**src/rtl/pxs_pkg.sv**
```systemverilog
package pxs_pkg;
   localparam int unsigned PXS_PER_W  = 8;
   localparam int unsigned PXS_LEN_W  = 12;
   localparam int unsigned PXS_WORD_W = 32;

   typedef enum logic {
      PXS_ORDER_LSB = 1'b0,
      PXS_ORDER_MSB = 1'b1
   } pxs_order_e;
endpackage

```
**src/rtl/pxs_frame_timer.sv**
```systemverilog
module pxs_frame_timer #(
   parameter int unsigned LEN_W = 12
) (
   input  logic             clk,
   input  logic             rst_n,
   input  logic             step_i,
   input  logic [LEN_W-1:0] len_i,
   output logic             reload_o,
   output logic [LEN_W:0]   cnt_o
);
   localparam logic [LEN_W:0] FULL = (LEN_W+1)'(1) << LEN_W;
   localparam logic [LEN_W:0] ONE  = (LEN_W+1)'(1);

   logic [LEN_W:0] cnt_q;
   logic [LEN_W:0] next_len;

   assign next_len = (len_i == '0) ? FULL : {1'b0, len_i};
   assign reload_o = step_i && (cnt_q == ONE);
   assign cnt_o    = cnt_q;

   always_ff @(posedge clk) begin
      if (!rst_n) begin
         cnt_q <= FULL;
      end else if (reload_o) begin
         cnt_q <= next_len;
      end else if (step_i) begin
         cnt_q <= cnt_q - ONE;
      end
   end
endmodule

```
**src/rtl/pxs_pixel_timer.sv**
```systemverilog
module pxs_pixel_timer #(
   parameter int unsigned PER_W = 8
) (
   input  logic             clk,
   input  logic             rst_n,
   input  logic             step_i,
   input  logic             reload_i,
   input  logic [PER_W-1:0] per_i,
   output logic             adv_o
);
   localparam logic [PER_W-1:0] ONE = PER_W'(1);

   logic [PER_W-1:0] per_q;
   logic [PER_W-1:0] cnt_q;
   logic [PER_W-1:0] eff_per;

   assign eff_per = (per_i == '0) ? ONE : per_i;
   assign adv_o   = step_i && !reload_i && (cnt_q == ONE);

   always_ff @(posedge clk) begin
      if (!rst_n) begin
         per_q <= ONE;
         cnt_q <= ONE;
      end else if (reload_i) begin
         per_q <= eff_per;
         cnt_q <= eff_per;
      end else if (adv_o) begin
         cnt_q <= per_q;
      end else if (step_i) begin
         cnt_q <= cnt_q - ONE;
      end
   end
endmodule

```
**src/rtl/pxs_shifter.sv**
```systemverilog
module pxs_shifter
   import pxs_pkg::*;
#(
   parameter int unsigned WORD_W = 32,
   parameter pxs_order_e  ORDER  = PXS_ORDER_LSB
) (
   input  logic              clk,
   input  logic              rst_n,
   input  logic              reload_i,
   input  logic              adv_i,
   input  logic [WORD_W-1:0] data_i,
   output logic              ser_o
);
   localparam int unsigned       IDX_W = $clog2(WORD_W);
   localparam logic [IDX_W-1:0]  LAST  = IDX_W'(WORD_W - 1);

   logic [WORD_W-1:0] word_q;
   logic [IDX_W-1:0]  idx_q;

   always_ff @(posedge clk) begin
      if (!rst_n) begin
         word_q <= '1;
         idx_q  <= '0;
      end else if (reload_i) begin
         word_q <= data_i;
         idx_q  <= '0;
      end else if (adv_i && (idx_q != LAST)) begin
         idx_q  <= idx_q + IDX_W'(1);
      end
   end

   generate
      if (ORDER == PXS_ORDER_LSB) begin : g_lsb
         assign ser_o = word_q[idx_q];
      end else begin : g_msb
         assign ser_o = word_q[LAST - idx_q];
      end
   endgenerate
endmodule

```
**src/rtl/pixel_serializer.sv**
```systemverilog
module pixel_serializer
   import pxs_pkg::*;
#(
   parameter int unsigned PER_W  = PXS_PER_W,
   parameter int unsigned LEN_W  = PXS_LEN_W,
   parameter int unsigned WORD_W = PXS_WORD_W,
   parameter pxs_order_e  ORDER  = PXS_ORDER_LSB
) (
   input  logic                    clk,
   input  logic                    rst_n,
   input  logic                    tick_i,
   input  logic                    run_i,
   input  logic [PER_W+LEN_W-1:0]  pace_i,
   input  logic [WORD_W-1:0]       data_i,
   input  logic                    host_valid_i,
   output logic                    host_ready_o,
   output logic                    ser_o
);
   localparam int unsigned PACE_W = PER_W + LEN_W;

   generate
      if (PER_W < 1 || PER_W > 16) begin : g_bad_per
         $error("pixel_serializer: PER_W out of range");
      end
      if (LEN_W < 1 || LEN_W > 24) begin : g_bad_len
         $error("pixel_serializer: LEN_W out of range");
      end
      if (WORD_W < 2) begin : g_bad_word
         $error("pixel_serializer: WORD_W must be at least 2");
      end
   endgenerate

   logic             step;
   logic             frm_reload;
   logic [LEN_W:0]   frm_cnt;
   logic             bit_adv;
   logic [LEN_W-1:0] len_field;
   logic [PER_W-1:0] per_field;

   assign step      = tick_i && run_i;
   assign len_field = pace_i[LEN_W-1:0];
   assign per_field = pace_i[PACE_W-1:LEN_W];

   pxs_frame_timer #(.LEN_W(LEN_W)) u_frame (
      .clk      (clk),
      .rst_n    (rst_n),
      .step_i   (step),
      .len_i    (len_field),
      .reload_o (frm_reload),
      .cnt_o    (frm_cnt)
   );

   pxs_pixel_timer #(.PER_W(PER_W)) u_pixel (
      .clk      (clk),
      .rst_n    (rst_n),
      .step_i   (step),
      .reload_i (frm_reload),
      .per_i    (per_field),
      .adv_o    (bit_adv)
   );

   pxs_shifter #(.WORD_W(WORD_W), .ORDER(ORDER)) u_shift (
      .clk      (clk),
      .rst_n    (rst_n),
      .reload_i (frm_reload),
      .adv_i    (bit_adv),
      .data_i   (data_i),
      .ser_o    (ser_o)
   );

   assign host_ready_o = frm_reload && host_valid_i;
endmodule

```
**config.mk**
```make
export PLATFORM = sky130hd
export DESIGN_NAME = pixel_serializer
export DESIGN_NICKNAME = d
export VERILOG_FILES = /design/src/rtl/pxs_pkg.sv /design/src/rtl/pxs_frame_timer.sv /design/src/rtl/pxs_pixel_timer.sv /design/src/rtl/pxs_shifter.sv /design/src/rtl/pixel_serializer.sv
export SDC_FILE = /design/constraint.sdc
export NUM_CORES = 1
export LEC_CHECK = 0
export CAP_MARGIN = 10
export CORE_UTILIZATION = 38
export CTS_CLUSTER_DIAMETER = 150
export CTS_CLUSTER_SIZE = 16
export DETAILED_ROUTE_END_ITERATION = 10
export PLACE_DENSITY = 0.6
export SETUP_SLACK_MARGIN = 0.4
export SLEW_MARGIN = 15
export SYNTH_ARGS = -nofsm -noshare
export SYNTH_HDL_FRONTEND = slang
export SYNTH_SLANG_ARGS = --single-unit
```
**constraint.sdc**
```tcl
create_clock -name clk -period 2.5 [get_ports clk]
set_input_delay 0.375 -clock clk [delete_from_list [all_inputs] [get_ports clk]]
set_output_delay 0.375 -clock clk [all_outputs]
set_load 0.02 [all_outputs]
```
==> out/metrics.sh <==
SWITCHING_SHARE_PCT=26.92
WORSTHOLDPATHTYPE='flop to flop'
SYN_AREA_PER_CELL_UM2=8.089
POWERDENSITY_mW_PER_MM2=563.8
SYNTH_SEQ_CELLS=66
LAYOUT.NETS=549
SYNTHMOSTINSTANTIATEDCELL='sky130_fd_sc_hd__nand2_1'
CELL_TYPE_WITH_THE_HIGHEST_AGGREGATE_AREA_IN_THE_NETLIST='sky130_fd_sc_hd__dfxtp_1'
FINAL_PERIOD_UTILIZATION_PCT=97.18
FINAL_ANTENNA_NET_COUNT=0
DRT-WIRELENGTH-PER-CELL_UM=15.34
LAYOUT_MIN_CYCLE_TIME_PS=2430
CELL_INTERNAL_PWR_W=0.001893
DIE-WIDTH_UM=96.22
ASYNCSETRESETFLOPFRACSYNTH_PCT=0
MAX_CAP_VIOLATIONS=0
YS_DOMINANT_REG_CELL='sky130_fd_sc_hd__dfxtp_1'
CP_DATA_ARRIVAL_TIME_PS=2050
CLKLATENCYLATEPIN_PS=350
REPORT.FINAL.SETUP_VIOL=0
POWER.NET_SWITCHING_W=0.0006974
DRT_FIRST_ITER_VIOLATIONS=121
DIE_H_UM=96.22
GLOBALPLACE.CONGESTION=0.8230
GRT_PASS1_VIAS=3090
NUMBER_OF_BUFFERS_INSERTED_DURING_CLOCK_TREE_SYNTHESIS=9
POST-ROUTE-DRC-COUNT=0
ACHIEVABLE-FREQUENCY_GHz=0.4116
CRITICAL_PATH.MAX_FANOUT=6
TIMING.MAX_SLEW.REL_SLACK_PCT=63.88
ROUTE.FINAL.WIRE_LENGTH_UM=9174
SYNTH_TOP_AREA_SHARE_PCT=39.17
CORE_MM2=0.008636
DP.FINAL_HPWL_UM=6207
NUMBER_OF_DISTINCT_LIBRARY_CELLS_AFTER_SYNTHESIS=53
COMB_POWER_SHARE_PCT=18.3
LEAKAGE_nW=1.808
CLOCK_TREE.BUFFER_DEPTH=2
DRTPASS1ITERATIONS=4
HTREE_LEVELS=3
NUMBER_OF_INSERTED_DIODES=0
SYN2LAYOUT_AREA_GROWTH_PCT=36.20
GRT.OVERFLOW.TOTAL=0
GRT_FIRST_PASS_WIRELENGTH_UM=14820
FINALCLOCKSKEW_PS=7.502
NUM_ROWS=34
VIA_COUNT_OF_THE_ROUTED_DESIGN=3331
ENDPOINT_KIND='output pin'
YS.WARNINGS.COUNT=0
NETLIST_INSTANCES=417
RSZ0062_AT_GRT='true'
SYNTH_SEQ_AREA_SHARE_PCT=39.17
SYNTH_COMMON_CELLS='sky130_fd_sc_hd__nand2_1 (93), sky130_fd_sc_hd__dfxtp_1 (66), sky130_fd_sc_hd__nand3_1 (49), sky130_fd_sc_hd__a21oi_1 (26), sky130_fd_sc_hd__clkbuf_1 (19)'
SYNTH.NET_COUNT=480
TIMING.SETUP.CRITICAL_PATH_CLASS='flop to output pin'
GRT_START_MAX_NET_PINS=53
TOTALNEGATIVESETUPSLACK_PS=0
OUTCOME='finished clean'
SYNTHESIS.AREA_MM2=0.003373
WORSTMARGINPINSLEW_PS=541.8
POWER.SEQUENTIAL.FRACTION_PCT=43.4
CLOCK_EDGE_TRANSITION_AT_THE_REGISTERS_ON_THE_REPORTED_SETUP_AND_HOLD_PATHS_PS=70
PEAKVDDDROP_uV=266.2
DIEAREA_MM2=0.009257
DRIVE_GT1_SHARE_PCT=17.14
SLEW_VIOL_FINAL=0
FINALHOLDVIOLATIONS=0
STARTPOINT_TYPE='flop'
ANTENNA_VIOLATIONS_BEFORE_REPAIR=0
PORT_BUFS=58
STDCELL_AREA_MM2=0.004594
WORSTPATHREQUIRED_PS=2120
SYNTH_EDF_COUNT=0
CTS_SINKS=66
START_UTIL_PCT=39.06
POST_DRT_VIA_CELL_RATIO=5.570
PLACE_AREA_MM2=0.004178
SYNTH_TOP_CELLS_BY_AREA='sky130_fd_sc_hd__dfxtp_1 (39%), sky130_fd_sc_hd__nand2_1 (10%), sky130_fd_sc_hd__nand3_1 (7.3%), sky130_fd_sc_hd__mux4_2 (5.3%), sky130_fd_sc_hd__a21oi_1 (3.9%)'
PART_OF_THE_TOTAL_POWER_DISSIPATED_IN_THE_CLOCK_NETWORK_PCT=38.3
DESIGN.PORTCOUNT=59
CLOCK-ROOT-BUFFER='sky130_fd_sc_hd__clkbuf_8'
CTS_TREE='yes'
GLOBALROUTETOTALUTIL_PCT=21.09
==> per-layer routing <==
layer  vias up  wire (um)  GRT usage, %
met5         -          0             0
met4         0         96         6.716
met3        12        442         3.712
met2        83       4383         35.11
met1      1579       4251         27.56
li1       1657          -             -
==> cells by family (layout without fill, tap and decap cells) <==
logic type | after synthesis | count (layout) | share of synthesized area [%]
DFF | 66 | 66 | 39.17
buffers and inverters | 38 | 111 | 4.451
adders and majority gates | 6 | 6 | 2.225
AOI/OAI and AO/OA | 81 | 81 | 15.65
xor gates and xnor gates | 2 | 2 | 0.5194
muxes | 17 | 17 | 8.086
and+or+nand+nor | 207 | 207 | 29.90
==> final timing paths <==
check                   startpoint               end  slack, ps  depth (start not counted)
setup / recovery  u_shift.idx_q[0]             ser_o         70                          6
hold / removal    u_pixel.per_q[4]  u_pixel.per_q[4]        460                          2
setup reg to reg  u_shift.idx_q[0]  u_shift.idx_q[0]        170                          9
hold reg to reg   u_pixel.per_q[4]  u_pixel.per_q[4]        460                          2
==> cell usage in the layout (no fill, tap or decap), types with 6 or more instances in the layout <==
master / n
sky130_fd_sc_hd__mux2i_1: 7
sky130_fd_sc_hd__clkbuf_8: 9
sky130_fd_sc_hd__o21ai_0: 14
sky130_fd_sc_hd__or3_1: 6
sky130_fd_sc_hd__nand2_1: 93
sky130_fd_sc_hd__buf_4: 21
sky130_fd_sc_hd__clkdlybuf4s50_1: 55
sky130_fd_sc_hd__nor4_1: 8
sky130_fd_sc_hd__buf_6: 6
sky130_fd_sc_hd__nor3_1: 9
sky130_fd_sc_hd__nand3_1: 49
sky130_fd_sc_hd__o211ai_1: 7
sky130_fd_sc_hd__dfxtp_1: 62
sky130_fd_sc_hd__nor2_1: 6
sky130_fd_sc_hd__inv_1: 8
sky130_fd_sc_hd__a21oi_1: 25
sky130_fd_sc_hd__mux4_2: 8
==> registers in the layout (all words and copies together), names as in the netlist <==
| register | flops |
|---|---|
| u_frame.cnt_o | 13 |
| u_pixel.cnt_q | 8 |
| u_pixel.per_q | 8 |
| u_shift.idx_q | 5 |
| u_shift.word_q | 32 |
==> critical path, cell delays in order (launching register included) <==
cell and delay [ps]:
sky130_fd_sc_hd__dfxtp_2 360, sky130_fd_sc_hd__buf_6 140, sky130_fd_sc_hd__mux4_2 490, sky130_fd_sc_hd__mux2_2 280
sky130_fd_sc_hd__nor3b_2 180, sky130_fd_sc_hd__nor4_2 80, sky130_fd_sc_hd__buf_2 170
==> metrics by stage <==
stage | utilization [%] | hold slack [ps] | std cells | setup WS [ps] | total power (W)
2_1_floorplan | - | 432.0 | 417 | 401.3 | 0.001383
3_3_place_gp | 48.38 | 445.6 | 576 | -165.2 | 0.001571
3_5_place_dp | 48.38 | 457.3 | 576 | -152.9 | 0.001577
4_1_cts | 51.94 | 467.0 | 594 | 54.31 | 0.002584
5_1_grt | 53.20 | 488.5 | 598 | -1.339 | 0.002685
6_report | 53.20 | 463.5 | 598 | 70.38 | 0.002590
==> area by class of cell <==
| type | count | area [um2] |
|---|---|---|
| timing repair buffer | 86 | 833.3 |
| inverter | 10 | 37.54 |
| clock buffer | 9 | 123.9 |
| clock inverter | 6 | 92.59 |
| sequential | 66 | 1331 |
| multi-input combinational | 313 | 2041 |
| fill | 821 | 4041 |
| tap | 108 | 135.1 |
==> power by group through the flow <==
stage / registers (W) / clock network (W) / logic (W)
after global placement: 0.00114 / 0 / 0.000429
after detailed placement: 0.00114 / 0 / 0.000434
after CTS: 0.00112 / 0.00101 / 0.000455
final: 0.00112 / 0.000993 / 0.000474
after floorplan: 0.00113 / 0 / 0.000250
after global routing: 0.00113 / 0.00104 / 0.000516
==> repair_timing <==
item / in CTS / in global routing
buffers inserted: 3 / 4
gates resized for setup: 32 / 20
pin swaps: 6 / 7
hold buffers: 0 / 0
endpoints found under the setup margin: 11 / 15
Note: power is estimated with default switching activity, not from simulation.
